==> src/rtl/npc_pkg.sv <==
// Shared encodings and types for the next-address selector.
// Assumes the fixed 32-bit instruction layout with a 6-bit major opcode.
package npc_pkg;
    localparam logic [5:0] OP_SPECIAL = 6'h00;
    localparam logic [5:0] OP_ZCMP    = 6'h01;
    localparam logic [5:0] OP_JUMP    = 6'h02;
    localparam logic [5:0] OP_CALL    = 6'h03;
    localparam logic [5:0] OP_BR_EQ   = 6'h04;
    localparam logic [5:0] OP_BR_NE   = 6'h05;
    localparam logic [5:0] OP_BR_LEZ  = 6'h06;
    localparam logic [5:0] OP_BR_GTZ  = 6'h07;

    localparam logic [5:0] FN_REG_JUMP = 6'h08;
    localparam logic [5:0] FN_REG_CALL = 6'h09;

    localparam logic [4:0] ZSEL_NEG    = 5'd0;
    localparam logic [4:0] ZSEL_NONNEG = 5'd1;

    // Where the next address comes from
    typedef enum logic [1:0] {
        SRC_SEQ  = 2'd0,
        SRC_BR   = 2'd1,
        SRC_DIR  = 2'd2,
        SRC_IND  = 2'd3
    } npc_src_e;

    // Decoded flow control for one instruction
    typedef struct packed {
        npc_src_e src;
        logic     link;
        logic     link_to_rd;
    } npc_ctl_t;
endpackage

==> src/rtl/npc_addr_gen.sv <==
// Candidate address generator.
// Produces the sequential address, the post-slot address, the relative
// branch target and the region-relative direct jump target.
// Assumes word-aligned instructions of four bytes.
module npc_addr_gen #(
    parameter int XLEN   = 32,
    parameter int IMM_W  = 16,
    parameter int JIDX_W = 26
) (
    input  logic [XLEN-1:0]   pc_i,
    input  logic [IMM_W-1:0]  imm_i,
    input  logic [JIDX_W-1:0] jidx_i,
    output logic [XLEN-1:0]   seq_o,
    output logic [XLEN-1:0]   seq2_o,
    output logic [XLEN-1:0]   br_tgt_o,
    output logic [XLEN-1:0]   dir_tgt_o
);
    localparam int REGION_W = XLEN - JIDX_W - 2;
    localparam int EXT_W    = XLEN - IMM_W - 2;

    logic [XLEN-1:0] disp;

    // Sequential and post-slot addresses
    always_comb begin
        seq_o  = pc_i + XLEN'(4);
        seq2_o = pc_i + XLEN'(8);
    end

    // Sign-extend the word displacement into a byte offset
    always_comb begin
        disp = {{EXT_W{imm_i[IMM_W-1]}}, imm_i, 2'b00};
    end

    // Relative and region-relative targets, both based on the sequential address
    always_comb begin
        br_tgt_o  = seq_o + disp;
        dir_tgt_o = {seq_o[XLEN-1 -: REGION_W], jidx_i, 2'b00};
    end

    // Branch targets stay word aligned for aligned current addresses
    always_comb begin
        if (pc_i[1:0] == 2'b00) begin
            assert_br_aligned_R5: assert (br_tgt_o[1:0] == 2'b00)
                else $error("branch target misaligned");
        end
    end
endmodule

==> src/rtl/npc_branch_cond.sv <==
// Conditional branch evaluator.
// Recognises the six compare forms from opcode and rt selector and
// reports whether the instruction is a branch and whether its test holds.
// Assumes two's complement operands.
module npc_branch_cond
    import npc_pkg::*;
#(
    parameter int XLEN  = 32,
    parameter int REG_W = 5
) (
    input  logic [5:0]       opcode_i,
    input  logic [REG_W-1:0] rt_sel_i,
    input  logic [XLEN-1:0]  rs_val_i,
    input  logic [XLEN-1:0]  rt_val_i,
    output logic             is_branch_o,
    output logic             cond_true_o
);
    logic rs_neg;
    logic rs_zero;
    logic ops_equal;

    // Basic operand facts shared by all tests
    always_comb begin
        rs_neg    = rs_val_i[XLEN-1];
        rs_zero   = (rs_val_i == '0);
        ops_equal = (rs_val_i == rt_val_i);
    end

    // Select the test named by the opcode and selector
    always_comb begin
        is_branch_o = 1'b0;
        cond_true_o = 1'b0;
        unique case (opcode_i)
            OP_BR_EQ:  begin is_branch_o = 1'b1; cond_true_o = ops_equal;          end
            OP_BR_NE:  begin is_branch_o = 1'b1; cond_true_o = !ops_equal;         end
            OP_BR_LEZ: begin is_branch_o = 1'b1; cond_true_o = rs_neg || rs_zero;  end
            OP_BR_GTZ: begin is_branch_o = 1'b1; cond_true_o = !rs_neg && !rs_zero; end
            OP_ZCMP: begin
                if (rt_sel_i == REG_W'(ZSEL_NEG)) begin
                    is_branch_o = 1'b1;
                    cond_true_o = rs_neg;
                end else if (rt_sel_i == REG_W'(ZSEL_NONNEG)) begin
                    is_branch_o = 1'b1;
                    cond_true_o = !rs_neg;
                end
            end
            default: ;
        endcase
    end

    // A test can only hold for an instruction recognised as a branch
    always_comb begin
        assert_cond_in_branch_R4: assert (!cond_true_o || is_branch_o)
            else $error("condition true outside a branch");
    end
endmodule

==> src/rtl/npc_decode.sv <==
// Flow-control decoder.
// Maps opcode and function code to the address source and link behaviour,
// using the branch evaluator's verdict for conditional forms.
module npc_decode
    import npc_pkg::*;
(
    input  logic [5:0] opcode_i,
    input  logic [5:0] funct_i,
    input  logic       is_branch_i,
    input  logic       cond_true_i,
    output npc_ctl_t   ctl_o
);
    // Choose the source of the next address and the link form
    always_comb begin
        ctl_o = '{src: SRC_SEQ, link: 1'b0, link_to_rd: 1'b0};
        if (is_branch_i) begin
            if (cond_true_i) ctl_o.src = SRC_BR;
        end else begin
            unique case (opcode_i)
                OP_JUMP: ctl_o.src = SRC_DIR;
                OP_CALL: begin
                    ctl_o.src  = SRC_DIR;
                    ctl_o.link = 1'b1;
                end
                OP_SPECIAL: begin
                    if (funct_i == FN_REG_JUMP) begin
                        ctl_o.src = SRC_IND;
                    end else if (funct_i == FN_REG_CALL) begin
                        ctl_o.src        = SRC_IND;
                        ctl_o.link       = 1'b1;
                        ctl_o.link_to_rd = 1'b1;
                    end
                end
                default: ;
            endcase
        end
    end

    // Linking happens only with an unconditional jump source
    always_comb begin
        assert_link_is_jump_R7: assert (!ctl_o.link || ctl_o.src == SRC_DIR || ctl_o.src == SRC_IND)
            else $error("link without a jump");
    end
endmodule

==> src/rtl/npc_unit.sv <==
// Next instruction address selector (top).
// Combinational: forms candidate addresses, evaluates the branch test,
// decodes the flow form, and selects the next fetch address, the link
// address and its destination register. Flags misaligned indirect targets.
// DELAY_SLOT=1 places the return address after the delay-slot instruction.
module npc_unit
    import npc_pkg::*;
#(
    parameter int XLEN       = 32,
    parameter int IMM_W      = 16,
    parameter int JIDX_W     = 26,
    parameter int REG_W      = 5,
    parameter int LINK_REG   = 31,
    parameter bit DELAY_SLOT = 1'b1
) (
    input  logic [XLEN-1:0]   pc_i,
    input  logic [5:0]        opcode_i,
    input  logic [5:0]        funct_i,
    input  logic [REG_W-1:0]  rt_sel_i,
    input  logic [REG_W-1:0]  rd_i,
    input  logic [IMM_W-1:0]  imm_i,
    input  logic [JIDX_W-1:0] jidx_i,
    input  logic [XLEN-1:0]   rs_val_i,
    input  logic [XLEN-1:0]   rt_val_i,
    input  logic [XLEN-1:0]   reg_tgt_i,
    output logic [XLEN-1:0]   next_pc_o,
    output logic              taken_o,
    output logic              link_en_o,
    output logic [XLEN-1:0]   link_addr_o,
    output logic [REG_W-1:0]  link_reg_o,
    output logic              addr_err_o
);
    logic [XLEN-1:0] seq, seq2, br_tgt, dir_tgt, ret_addr;
    logic            is_branch, cond_true;
    npc_ctl_t        ctl;

    npc_addr_gen #(.XLEN(XLEN), .IMM_W(IMM_W), .JIDX_W(JIDX_W)) u_addr (
        .pc_i      (pc_i),
        .imm_i     (imm_i),
        .jidx_i    (jidx_i),
        .seq_o     (seq),
        .seq2_o    (seq2),
        .br_tgt_o  (br_tgt),
        .dir_tgt_o (dir_tgt)
    );

    npc_branch_cond #(.XLEN(XLEN), .REG_W(REG_W)) u_cond (
        .opcode_i    (opcode_i),
        .rt_sel_i    (rt_sel_i),
        .rs_val_i    (rs_val_i),
        .rt_val_i    (rt_val_i),
        .is_branch_o (is_branch),
        .cond_true_o (cond_true)
    );

    npc_decode u_dec (
        .opcode_i    (opcode_i),
        .funct_i     (funct_i),
        .is_branch_i (is_branch),
        .cond_true_i (cond_true),
        .ctl_o       (ctl)
    );

    // Return address depends on the pipeline's delay-slot convention
    generate
        if (DELAY_SLOT) begin : g_slot
            assign ret_addr = seq2;
        end else begin : g_noslot
            assign ret_addr = seq;
        end
    endgenerate

    // Select the next fetch address
    always_comb begin
        unique case (ctl.src)
            SRC_BR:  next_pc_o = br_tgt;
            SRC_DIR: next_pc_o = dir_tgt;
            SRC_IND: next_pc_o = reg_tgt_i;
            default: next_pc_o = seq;
        endcase
        taken_o = (ctl.src != SRC_SEQ);
    end

    // Link outputs and the destination register
    always_comb begin
        link_en_o   = ctl.link;
        link_addr_o = ret_addr;
        link_reg_o  = '0;
        if (ctl.link) begin
            if (ctl.link_to_rd && rd_i != '0) link_reg_o = rd_i;
            else                               link_reg_o = REG_W'(LINK_REG);
        end
    end

    // Misaligned indirect target detection
    always_comb begin
        addr_err_o = (ctl.src == SRC_IND) && (reg_tgt_i[1:0] != 2'b00);
    end

    // Untaken flow always continues sequentially
    always_comb begin
        if (!taken_o) begin
            assert_untaken_seq_R1: assert (next_pc_o == pc_i + XLEN'(4) && !link_en_o)
                else $error("untaken flow not sequential");
        end
    end

    // Only an indirect jump can raise the address error
    always_comb begin
        if (addr_err_o) begin
            assert_err_only_ind_R10: assert (opcode_i == OP_SPECIAL && taken_o && next_pc_o == reg_tgt_i)
                else $error("address error outside indirect jump");
        end
    end

    // A link always names a nonzero destination register
    always_comb begin
        if (link_en_o) begin
            assert_link_dest_R9: assert (link_reg_o != '0 && taken_o)
                else $error("link to register zero");
        end
    end

    // Direct jumps stay inside the region of the sequential address
    always_comb begin
        if (taken_o && (opcode_i == OP_JUMP || opcode_i == OP_CALL)) begin
            assert_jump_region_R6: assert (next_pc_o[XLEN-1 -: 4] == seq[XLEN-1 -: 4] && next_pc_o[1:0] == 2'b00)
                else $error("direct jump left its region");
        end
    end
endmodule

==> config.mk <==
export PLATFORM = sky130hd
export DESIGN_NAME = npc_unit
export DESIGN_NICKNAME = d
export VERILOG_FILES = /design/src/rtl/npc_pkg.sv /design/src/rtl/npc_addr_gen.sv /design/src/rtl/npc_branch_cond.sv /design/src/rtl/npc_decode.sv /design/src/rtl/npc_unit.sv
export SDC_FILE = /design/constraint.sdc
export NUM_CORES = 1
export LEC_CHECK = 0
export BUFFER_PORTS_ARGS = -buffer_cell sky130_fd_sc_hd__buf_2
export CELL_PAD_IN_SITES_DETAIL_PLACEMENT = 2
export CELL_PAD_IN_SITES_GLOBAL_PLACEMENT = 2
export CORE_ASPECT_RATIO = 0.6
export CORE_MARGIN = 8
export CORE_UTILIZATION = 23
export DETAILED_ROUTE_END_ITERATION = 12
export GPL_TIMING_DRIVEN = 0
export PLACE_DENSITY_LB_ADDON = 0.1
export SLEW_MARGIN = 10
export SYNTH_ARGS = -nofsm -noshare
export SYNTH_HDL_FRONTEND = slang
export SYNTH_SLANG_ARGS = --single-unit
==> constraint.sdc <==
create_clock -name vclk -period 9.8
set_input_delay 1.96 -clock vclk [all_inputs]
set_output_delay 1.96 -clock vclk [all_outputs]
set_load 0.01 [all_outputs]
; ---- Yosys cells after proc, flatten, opt, wreduce, memory -nomap -nowiden
; Cells that the tools add are included.
[totals]
word_cells = 50
register_bits = 0
inputBits = 192
output_inout_bits = 72
[op_classes]
n_mux = 18
n_addsub = 3
n_eq_ne = 14
n_reduce_logical = 15
[ops]
columns = operator, count
row1 = $pmux W32 S3, 1
row2 = $add A32 B3 Y32 const B, 1
row3 = $add A32 B32 Y32, 1
row4 = $add A32 B4 Y32 const B, 1
row5 = $eq A32 B32 Y1, 1
row6 = $logic_not A32 Y1, 1
row7 = $eq A6 B3 Y1 const B, 4
row8 = $eq A6 B2 Y1 const B, 2
row9 = $eq A6 B4 Y1 const B, 2
row10 = $mux W5, 2
row11 = $mux W2, 4
row12 = $eq A6 B1 Y1 const B, 1
row13 = $logic_not A6 Y1, 1
row14 = $mux W1, 6
row15 = $eq A5 B1 Y1 const B, 1
row16 = $logic_not A5 Y1, 1
row17 = $pmux W1 S5, 1
row18 = $reduce_bool A5 Y1, 1
row19 = $eq A2 B2 Y1 const B, 2
row20 = $mux W4, 1
row21 = $pmux W1 S2, 2
row22 = $pmux W2 S2, 1
row23 = $reduce_bool A2 Y1, 2
row24 = $reduce_or A4 Y1, 1
row25 = 5 further kinds, 9

; ---- Longest topological paths before layout
[logic_depth]
ltp_word = 8
ltp_mapped = 16
ltp_nobuf = 16

; ---- Hierarchy
; Synthesis repeated with hierarchy kept, for this count alone.
[unflattened]
cells_unflattened = 528
area_unflattened_um2 = 4360.4
[modules_own_cells]
columns = module, instances, cells_each, seq_area_each_um2, area_per_inst_um2
row1 = npc_addr_gen, 1, 393, 0.0, 2816.5
row2 = npc_unit, 1, 53, 0.0, 920.9
row3 = npc_branch_cond, 1, 71, 0.0, 528.0
row4 = npc_decode, 1, 11, 0.0, 95.1

; ---- Worst setup path before layout
; Ideal clock, no wire load.
[synth_path]
kind = input to output
start = in pc_i[17]
end = out next_pc_o[31]
arrival_time_ns = 5.382
n_path_buf = 1
setup_slack_ns = 2.458
cell_stages = 16
path_cell_list = clkbuf_1 > and4_1 > nand3_1 > nor4_2 > nand2_1 > nor2_1 > xor2_1 > ha_1 > and3_1 > nand2_1 > or3_1 > a211o_1 > a31oi_2 > xor2_1 > or4b_1 > o211ai_1
[synth_between]
elab_chain_cells = 3
[synth_rtl]
columns = element, line_no
row1 = start: declaration, npc_unit.sv:16  ; input logic [XLEN-1:0] pc_i,
row2 = $add A32 B3 Y32 (*), npc_addr_gen.sv:25  ; seq_o = pc_i + XLEN'(4);
row3 = $add A32 B32 Y32, npc_addr_gen.sv:36  ; br_tgt_o = seq_o + disp;
row4 = $pmux W32 S3 (*), npc_unit.sv:75  ; unique case (ctl.src)
row5 = end: declaration, npc_unit.sv:26  ; output logic [XLEN-1:0] next_pc_o,
; Every way passes the cells marked *; elsewhere a longest branch is shown, timed or not.

; ---- Worst setup path after layout
[layout_path]
start = in pc_i[3]
end = out next_pc_o[31]
; The elaborated chain is that of the path after synthesis.

==> impl_metrics.json <==
{
  "number_of_placed_cells_counting_well_taps": 1049,
  "number_of_nets_with_antenna_violations_after_detailed_routing": 0,
  "timing.critical_path.required_ns": 7.84,
  "synth_area_per_cell_um2": 6.88,
  "routabilityCongestion": 0.857,
  "route.final.wire_length_um": 24000,
  "timing.hold.worst.class": "in -> out",
  "grt.total_usage_pct": 21.2,
  "status": "finished clean",
  "grt_max_degree": 19,
  "global_route.overflow_total": 0,
  "post_synth_inst_count": 563,
  "dpl_cell_area_um2": 5450,
  "cp-end-kind": "primary output",
  "area_growth_syn_to_fin_pct": 40.8,
  "io_buffer_count": 258,
  "height_of_the_die_um": 116,
  "synth_top_family_by_area": "compound AO/OA/AOI/OAI gates",
  "grt_pass1_wl_um": 36000,
  "max-cap-violations": 0,
  "synth_xor_area_share_pct": 25.3,
  "proportion_of_synthesized_chip_area_in_sequential_cells_pct": 0,
  "n_sequential_cell": 0,
  "fill_cells": 2061,
  "setup_viol": 0,
  "final.clkbuf_count": 0,
  "floorplan.die.width_um": 183,
  "critPathLaunchType": "primary input",
  "total_leakage_power_nw": 2.63,
  "synth.net_count": 793,
  "yosys.area.top_type": "sky130_fd_sc_hd__xor2_1",
  "die_area_um2": 21400,
  "tightest_slew_ns": 0.825,
  "final.hold.worst_slack_ns": 4.22,
  "timing.critical_path.slowest_cell_delay_ns": 0.67,
  "ys_top_cells_by_count": "65 x sky130_fd_sc_hd__xor2_1, 47 x sky130_fd_sc_hd__xnor2_1, 44 x sky130_fd_sc_hd__nand2_1",
  "post_synth_main_area_contributors": "sky130_fd_sc_hd__xor2_1 15%, sky130_fd_sc_hd__ha_1 12%, sky130_fd_sc_hd__xnor2_1 11%",
  "synthMostInstantiatedCell": "sky130_fd_sc_hd__xor2_1",
  "fin_setup_tns_ns": 0,
  "start_util_pct": 23.7,
  "max-vdd-ir-drop_v": 0.0000153,
  "rsz0062_at_grt": "false",
  "post_cts_buffers": 0,
  "timing.critical_path.from": "pc_i[3]",
  "regArea_um2": 0,
  "cts_resized": 0,
  "core-area_um2": 16400,
  "drt_pass1_iterations": 4,
  "boundaryPins": 264,
  "hold_violations": 0,
  "routedWlPerCell_um": 22.8,
  "worst_path_max_delay_cell": "sky130_fd_sc_hd__nor4_1",
  "synth_fa_ha_area_share_pct": 12.5,
  "routed_via_count_divided_by_cell_count": 5.25,
  "worst_ep_arrival_time_ns": 6.75,
  "synth_simple_gate_area_share_pct": 25.8,
  "vias": 5509,
  "timing.final.crit_period_ns": 8.71,
  "post_synth_instance_area_um2": 3870,
  "power_per_cell_area_nw_per_um2": 50.2,
  "setup.worst_path.class": "in -> out",
  "final_min_period_over_clock_period_pct": 88.8,
  "synth_warn": 0,
  "slew_violations": 0,
  "synth.lib_cells_used.distinct": 61,
  "cpMostUsedCell": "sky130_fd_sc_hd__nand2_1",
  "grt_antenna_before_repair": 1,
  "detailedRoute.firstIterationViolations": 288,
  "start_point_of_the_worst_hold_path": "pc_i[1]",
  "cp_max_fo": 5,
  "synth.mux.area_fraction_pct": 0.549,
  "post_layout_nonfiller_instances": 1050,
  "worst_path_cell_trace": "buf_2, ha_1, nand2_1, nor4_1, nor2b_1, nand2_1, xnor2_1, ha_1, a21oi_1, nand2_1, nor4b_1, a211o_1, a31oi_2, xor2_1, or4b_1, o211ai_1, buf_2",
  "synth_top_area_share_pct": 14.7,
  "final_design_area_no_fill_um2": 5450,
  "synth_compound_area_share_pct": 31.6,
  "standard_cell_rows": 36,
  "layout-drive-gt1-share_pct": 33.5,
  "post-dp-hpwl_um": 21300,
  "num-nets-final": 1053,
  "drcViolationCount": 0,
  "ctsHoldBuffers": 0,
  "maximum_clock_frequency_mhz": 115,
  "grt_pass1_vias": 6108,
  "relSlewSlack_pct": 44.8
}
worst paths after layout:
check                             to  slack (ns)  depth (start not counted)
worst max-delay path   next_pc_o[31]        1.09                         17
worst min-delay path  link_addr_o[1]        4.22                          3
layer usage:
metal	vias up	part of all wire, %	track usage (%)
li1	2632	-	-
met1	2649	49	30.3
met2	201	42	33.7
met3	25	7.0	3.42
met4	2	1.0	2.37
met5	-	0.063	0
per-stage QoR:
| step | setup slack, ns | power, mW | utilization, % |
|---|---|---|---|
| CTS | 1.07 | 0.274 | 33.3 |
| global placement | 1.27 | 0.262 | 33.3 |
| finish | 1.09 | 0.273 | 33.3 |
| detailed placement | 1.08 | 0.271 | 33.3 |
| global route | 0.655 | 0.299 | 33.3 |
| floorplan | 2.46 | 0.152 | - |
placed cells by master (no fill, tap or decap), types with 4 or more instances in the layout:
cell type	netlist	layout
sky130_fd_sc_hd__buf_2	4	262
sky130_fd_sc_hd__xor2_1	65	65
sky130_fd_sc_hd__xnor2_1	47	47
sky130_fd_sc_hd__nand2_1	44	44
sky130_fd_sc_hd__nor2_1	37	37
sky130_fd_sc_hd__ha_1	37	37
sky130_fd_sc_hd__a21oi_1	34	34
sky130_fd_sc_hd__o21ai_0	30	30
sky130_fd_sc_hd__nand3_1	23	23
sky130_fd_sc_hd__nor4_1	22	22
sky130_fd_sc_hd__inv_1	15	15
sky130_fd_sc_hd__a2bb2oi_1	15	15
sky130_fd_sc_hd__clkbuf_1	14	14
sky130_fd_sc_hd__a22oi_1	14	14
sky130_fd_sc_hd__o22ai_1	13	13
sky130_fd_sc_hd__a21o_1	13	13
sky130_fd_sc_hd__nor3_1	11	11
sky130_fd_sc_hd__o21a_1	11	11
sky130_fd_sc_hd__nand4_1	9	9
sky130_fd_sc_hd__and3_1	9	9
sky130_fd_sc_hd__o211ai_1	8	8
sky130_fd_sc_hd__nand2b_1	7	7
sky130_fd_sc_hd__and2_1	6	6
sky130_fd_sc_hd__a211oi_1	6	6
sky130_fd_sc_hd__or3_1	5	5
sky130_fd_sc_hd__a221oi_1	5	5
sky130_fd_sc_hd__and4_1	4	4
sky130_fd_sc_hd__buf_4	4	4
critical path, delay by kind of cell:
family	cells	cell delay [ns]
and+or+nand+nor	7	2.53
AOI/OAI and AO/OA	4	0.81
adders and majority gates	2	0.60
xor gates and xnor gates	2	0.49
buffers and inverters	2	0.34
final cells by class:
type	count	area, µm²	area share (%)
Antenna cell	1	2.50	0.0459
Buffer	23	106	1.95
Inverter	16	60.1	1.10
Multi-Input combinational cell	524	3700	68.0
Tap cell	228	285	5.23
Timing Repair Buffer	258	1290	23.7
where the power goes:
part | total (mW) | leakage, nW | switching (mW) | internal, mW
sequential | 0 | 0 | 0 | 0
clock | 0.0000000137 | 0.00000634 | 0 | 0.0000000137
combinational | 0.273 | 2.63 | 0.154 | 0.119
total | 0.273 | 2.63 | 0.154 | 0.119
cell families after synthesis:
| kind of cell | Yosys count |
|---|---|
| AOI/OAI and AO/OA | 180 |
| and+or+nand+nor | 192 |
| buffers and inverters | 39 |
| muxes | 2 |
| xor gates and xnor gates | 112 |
| adders and majority gates | 38 |
(Power assumes the default switching activity.)
